[src/rtl/irq_vec_pkg.sv]
`timescale 1ns/1ps
package irq_vec_pkg;
  // Which port fed the pending register in a given cycle
  typedef enum logic [1:0] {
    SRC_NONE = 2'd0,
    SRC_DEV  = 2'd1,
    SRC_SW   = 2'd2,
    SRC_BOTH = 2'd3
  } req_src_e;

  function automatic req_src_e classify(input logic dev_ok, input logic sw_ok);
    return req_src_e'({sw_ok, dev_ok});
  endfunction
endpackage

[src/rtl/irq_vec_table.sv]
`timescale 1ns/1ps
module irq_vec_table #(
  parameter int ENTRIES = 8,
  parameter int VEC_W   = 8,
  parameter int NUM_W   = $clog2(ENTRIES)
) (
  input  logic             clk,
  input  logic             we,
  input  logic [NUM_W-1:0] waddr,
  input  logic [VEC_W-1:0] wdata,
  input  logic [NUM_W-1:0] raddr,
  output logic [VEC_W-1:0] rdata
);
  // Small distributed RAM: write on the clock, asynchronous read.
  // A same-cycle write lands after the edge, so a read returns the old value.
  logic [VEC_W-1:0] mem [ENTRIES];

  always_ff @(posedge clk) begin
    if (we) mem[waddr] <= wdata;
  end

  assign rdata = mem[raddr];
endmodule

[src/rtl/irq_pend.sv]
`timescale 1ns/1ps
module irq_pend
  import irq_vec_pkg::*;
#(
  parameter int NUM_W = 3
) (
  input  logic             clk,
  input  logic             rst,
  input  logic             ext_we,
  input  logic [NUM_W-1:0] ext_num,
  input  logic             sw_we,
  input  logic [NUM_W-1:0] sw_num,
  input  logic             take,
  output logic             pend_v,
  output logic [NUM_W-1:0] pend_n
);
  logic             dev_ok, sw_ok;
  logic             park_v;
  logic [NUM_W-1:0] park_n;
  req_src_e         src;

  assign dev_ok = ext_we && (ext_num != '0);
  assign sw_ok  = sw_we  && (sw_num  != '0);
  assign src    = classify(dev_ok, sw_ok);

  always_ff @(posedge clk) begin
    if (rst) begin
      pend_v <= 1'b0;
      pend_n <= '0;
      park_v <= 1'b0;
      park_n <= '0;
    end else begin
      unique case (src)
        SRC_BOTH: begin
          pend_v <= 1'b1;
          pend_n <= sw_num;
          park_v <= 1'b1;
          park_n <= ext_num;
        end
        SRC_SW: begin
          pend_v <= 1'b1;
          pend_n <= sw_num;
        end
        SRC_DEV: begin
          pend_v <= 1'b1;
          pend_n <= ext_num;
        end
        default: begin
          if (take) begin
            // Consumed: a parked device request moves up
            pend_v <= park_v;
            pend_n <= park_n;
            park_v <= 1'b0;
          end
        end
      endcase
    end
  end

  AST_SW_WINS: assert property (@(posedge clk) disable iff (rst)
    sw_ok |=> (pend_v && pend_n == $past(sw_num)));
  AST_DEV_POSTS: assert property (@(posedge clk) disable iff (rst)
    (dev_ok && !sw_ok) |=> (pend_v && pend_n == $past(ext_num)));
  AST_IDLE_KEEPS: assert property (@(posedge clk) disable iff (rst)
    (!dev_ok && !sw_ok && !take) |=> ($stable(pend_v) && $stable(pend_n)));
endmodule

[src/rtl/irq_seq.sv]
`timescale 1ns/1ps
module irq_seq #(
  parameter int VEC_W = 8
) (
  input  logic             clk,
  input  logic             rst,
  input  logic             instr_end,
  input  logic [VEC_W-1:0] cur_pc,
  input  logic             ret_strobe,
  input  logic             pend_v,
  input  logic [VEC_W-1:0] vec,
  output logic             take,
  output logic             chk_stall,
  output logic             redir_valid,
  output logic [VEC_W-1:0] redir_pc,
  output logic             in_handler
);
  logic [VEC_W-1:0] resume_pc;
  logic [VEC_W-1:0] saved_pc;
  logic             ret_ok;
  logic             end_ok;

  assign end_ok = instr_end && !chk_stall;
  assign take   = chk_stall && pend_v && !in_handler;
  assign ret_ok = ret_strobe && in_handler;

  always_ff @(posedge clk) begin
    if (rst) begin
      chk_stall   <= 1'b0;
      redir_valid <= 1'b0;
      redir_pc    <= '0;
      in_handler  <= 1'b0;
      resume_pc   <= '0;
      saved_pc    <= '0;
    end else begin
      chk_stall   <= end_ok;
      redir_valid <= take || ret_ok;
      if (end_ok) resume_pc <= cur_pc;
      if (take) begin
        redir_pc   <= vec;
        saved_pc   <= resume_pc;
        in_handler <= 1'b1;
      end else if (ret_ok) begin
        redir_pc   <= saved_pc;
        in_handler <= 1'b0;
      end
    end
  end

  AST_CHECK_ONE_CYCLE: assert property (@(posedge clk) disable iff (rst)
    chk_stall |=> !chk_stall);
  AST_CHECK_FOLLOWS_END: assert property (@(posedge clk) disable iff (rst)
    (instr_end && !chk_stall) |=> chk_stall);
  AST_DISPATCH_TARGET: assert property (@(posedge clk) disable iff (rst)
    take |=> (redir_valid && in_handler && redir_pc == $past(vec)));
  AST_RETURN_TARGET: assert property (@(posedge clk) disable iff (rst)
    (ret_strobe && in_handler) |=> (redir_valid && !in_handler && redir_pc == $past(saved_pc)));
  AST_NO_NESTING: assert property (@(posedge clk) disable iff (rst)
    (in_handler && !ret_strobe) |=> !redir_valid);
  AST_STRAY_RETURN: assert property (@(posedge clk) disable iff (rst)
    (!in_handler && !(chk_stall && pend_v)) |=> !redir_valid);
endmodule

[src/rtl/irq_vector_unit.sv]
`timescale 1ns/1ps
module irq_vector_unit #(
  parameter int ENTRIES = 8,
  parameter int VEC_W   = 8,
  parameter int NUM_W   = $clog2(ENTRIES)
) (
  input  logic             clk,
  input  logic             rst,
  input  logic             instr_end,
  input  logic [VEC_W-1:0] cur_pc,
  input  logic             ext_we,
  input  logic [NUM_W-1:0] ext_num,
  input  logic             sw_we,
  input  logic [NUM_W-1:0] sw_num,
  input  logic             ret_strobe,
  input  logic             cfg_we,
  input  logic [NUM_W-1:0] cfg_addr,
  input  logic [VEC_W-1:0] cfg_data,
  output logic             chk_stall,
  output logic             redir_valid,
  output logic [VEC_W-1:0] redir_pc,
  output logic             in_handler
);
  logic             pend_v;
  logic [NUM_W-1:0] pend_n;
  logic [VEC_W-1:0] vec;
  logic             take;

  irq_vec_table #(.ENTRIES(ENTRIES), .VEC_W(VEC_W), .NUM_W(NUM_W)) u_table (
    .clk   (clk),
    .we    (cfg_we),
    .waddr (cfg_addr),
    .wdata (cfg_data),
    .raddr (pend_n),
    .rdata (vec)
  );

  irq_pend #(.NUM_W(NUM_W)) u_pend (
    .clk     (clk),
    .rst     (rst),
    .ext_we  (ext_we),
    .ext_num (ext_num),
    .sw_we   (sw_we),
    .sw_num  (sw_num),
    .take    (take),
    .pend_v  (pend_v),
    .pend_n  (pend_n)
  );

  irq_seq #(.VEC_W(VEC_W)) u_seq (
    .clk         (clk),
    .rst         (rst),
    .instr_end   (instr_end),
    .cur_pc      (cur_pc),
    .ret_strobe  (ret_strobe),
    .pend_v      (pend_v),
    .vec         (vec),
    .take        (take),
    .chk_stall   (chk_stall),
    .redir_valid (redir_valid),
    .redir_pc    (redir_pc),
    .in_handler  (in_handler)
  );

  AST_RESET_QUIET: assert property (@(posedge clk)
    rst |=> (!chk_stall && !redir_valid && !in_handler));
endmodule

[config.mk]
export PLATFORM = sky130hd
export DESIGN_NAME = irq_vector_unit
export DESIGN_NICKNAME = d
export VERILOG_FILES = /design/src/rtl/irq_vec_pkg.sv /design/src/rtl/irq_vec_table.sv /design/src/rtl/irq_pend.sv /design/src/rtl/irq_seq.sv /design/src/rtl/irq_vector_unit.sv
export SDC_FILE = /design/constraint.sdc
export NUM_CORES = 1
export LEC_CHECK = 0
export BUFFER_PORTS_ARGS = -buffer_cell sky130_fd_sc_hd__buf_2
export CORE_UTILIZATION = 31
export DETAILED_ROUTE_END_ITERATION = 10
export MAX_ROUTING_LAYER = met4
export SYNTH_ARGS = -nofsm -noshare
export SYNTH_HDL_FRONTEND = slang
export SYNTH_HIERARCHICAL = 1
export SYNTH_SLANG_ARGS = --single-unit
[constraint.sdc]
create_clock -name clk -period 2.2 [get_ports clk]
set_input_delay 0 -clock clk [delete_from_list [all_inputs] [get_ports clk]]
set_output_delay 0 -clock clk [all_outputs]
set_load 0.02 [all_outputs]
==> metrics.txt <==
status completed; Flop pwr share 51.2%; top-level port count 43; # clock sinks 99; Clk Latency, worst-skew pair 0.34 ns; Peak VDD IR 0.367 mV; switching share of power 22.7%; R2R Setup Slk between 0.4 and 0.5 ns; drt wl/cell approximately 15 um; initial antenna violation count 0; Synth top area share 47.7%; H-tree depth 3; P_sw 0.000923 W; Detail Route Antenna Nets 0; Max Cap Viol 0; Worst R2R Path Depth 5; Final Net Count 383; vias in the first global route 2,333; largest net degree at the start of global routing 38; Worst Tran Pin Value 0.651 ns; Pwr per Cell Area 820 nW/um^2; GRT Residual Overflow 0; combinational share of power 8.7%; Hold Crit Class primary input to register; syn avg cell area 14.6 sq um; final worst-path cycle share 87.7%; reg2reg start u_pend/pend_n[0]; unrepaired setup endpoints after global routing no; Fmax 518 MHz; max_slew headroom 56.6%; die area 13,500 sq um; Setup Skew 0.00769 ns; hold path depth 3; die outline height between 100 and 150 um; Clock Path Buffers 2; commonest non-fill, non-tap cell in the layout edfxtp_1; max-slew violation count 0; Placement Rows 41; Mapped Cells 276; initial DRC count about 130; die width 116 um; drt pass-1 iters 4; Resized Gates After CTS 0; Clk network pwr share between 40 and 50%; first-pass GRT wire length 12,200 um; via count 2,370; Synth Flop Type edfxtp_1; Post-Synthesis Net Count about 310; Synth Register Bits 99; DR vias/cell 4.53; core area roughly 13,000 sq um; Post-synth EDFFs 64; yosys warns 6; WS Path Type primary input to register; layout cells sized above 1 around a quarter; clock slew at reported path FFs ~0.070 ns; CP startpoint kind primary input; Worst EP required 2.40 ns; Final Instance Area just under 5000 sq um; min-delay src instr_end; Mapped Area 4030 sq um; Initial Utilization 31.8%; hold path endpoint u_seq/chk_stall; Arrival @ worst endpoint ~2.1 ns; total CTS buffers 9; Final Hold Viols 0; Leakage 1.79 nW; Buffers on Ports 42; TritonCTS clock tree built; routability congestion estimate 0.698; Antenna diodes 0; DRC Markers 0; internal cell power 0.00314 W; Total Neg Setup Slack 0 ns; GRT Total Usage 12.6%; cell taking the most area after synthesis edfxtp_1; most frequent cells in the layout edfxtp_1, nand2_1, buf_2, dfxtp_1; CTS root buffer clkbuf_16; Finish-stage setup viols 0; area added between synthesis and finish 22.9%; DP HPWL slightly below 5000 um; register area share after synthesis around 65%; Distinct cells, synth 36; drt total wl 7610 um; top cells by area, synth edfxtp_1, dfxtp_1, mux4_1; R2R Path End u_seq/redir_pc[6]; area post-placement 4430 sq um; Async S/R FF share, synth 0%; Crit. End Element register; Final min period 1.93 ns; CP max FO 6
[worst max-delay path: stages]
cell,delay (ns)
dlygate4sd3_1,0.55
buf_2,0.14
o31ai_1,0.30
inv_1,0.10
ha_1,0.32
or2_1,0.29
a221oi_1,0.30
o41ai_1,0.12
[routing by layer]
| layer | share of wire (%) | up-vias | GRT usage [%] |
|---|---|---|---|
| met3 | 4.3 | 8 | 3.82 |
| met5 | 0 | - | - |
| met1 | 48 | 1138 | 15.7 |
| met2 | 46 | 47 | 19.9 |
| li1 | - | 1177 | - |
| met4 | 1.1 | 0 | 3.50 |
[through the flow]
step	power (W)	setup slack [ns]	utilization (%)	hold WS, ns	cells
after floorplan	0.00234	0.527	-	0.0989	276
after global routing	0.00422	0.164	39.1	0.156	523
after global placement	0.00244	0.434	35.0	0.252	487
final	0.00406	0.270	39.1	0.133	523
after detailed placement	0.00245	0.425	35.0	0.247	487
after CTS	0.00411	0.296	39.1	0.124	523
[area by class of cell]
| cell class | instances | area, sq um |
|---|---|---|
| fillers | 1163 | 7720 |
| inverters | 5 | 23.8 |
| well taps | 172 | 215 |
| flip-flops and latches | 99 | 2620 |
| multi-input cells | 157 | 1270 |
| clock buffers | 9 | 225 |
| repair buffers | 74 | 500 |
| clock inverters | 7 | 93.8 |
[flip-flops by register name, summed over array words and instances (netlist names), 3 cells and up]
signal / count
u_seq/saved_pc: 8
u_table/mem: 64
u_pend/park_n: 3
u_pend/pend_n: 3
u_seq/resume_pc: 8
u_seq/redir_pc: 8
[timing repair]
item	in CTS	in global routing
endpoints found under the hold margin	77	0
hold buffers	20	0
setup buffers	0	0
[logic make-up (layout without fill, tap and decap cells)]
family / Yosys count / after routing / synth area share [%]
DFF: 99 / 99 / 65.1
and+or+nand+nor: 85 / 85 / 9.84
AOI/OAI and AO/OA: 39 / 39 / 6.58
muxes: 28 / 28 / 13.6
buffers and inverters: 20 / 95 / 3.38
adders and majority gates: 5 / 5 / 1.55
[how the worst max path moves through the flow]
stage,end,startpoint
global placement,u_seq/redir_pc[6],u_pend/pend_n[0]
CTS,u_pend/pend_n[0],ext_num[2]
finish,u_pend/pend_n[1],ext_num[2]
detailed placement,u_seq/redir_pc[6],u_pend/pend_n[0]
global route,u_pend/pend_n[0],ext_num[2]
floorplan,u_seq/redir_pc[6],u_pend/pend_n[0]
[Yosys cell counts (3+ instances only)]
| library cell | count |
|---|---|
| a21oi_1 | 20 |
| a221oi_1 | 3 |
| a311oi_1 | 7 |
| buf_1 | 3 |
| buf_2 | 4 |
| clkbuf_1 | 3 |
| dfxtp_1 | 35 |
| edfxtp_1 | 64 |
| ha_1 | 5 |
| inv_1 | 4 |
| mux2_2 | 8 |
| mux2i_1 | 4 |
| mux4_1 | 15 |
| nand2_1 | 48 |
| nand2b_1 | 4 |
| nor2_1 | 18 |
| nor2b_1 | 3 |
[power by group through the flow]
stage	clock [W]	sequential [W]	combinational [W]
floorplan	0	0.00212	0.000224
global placement	0	0.00212	0.000319
detailed placement	0	0.00212	0.000326
CTS	0.00168	0.00208	0.000356
global route	0.00175	0.00208	0.000388
finish	0.00163	0.00208	0.000352
(Power assumes the default switching activity.)
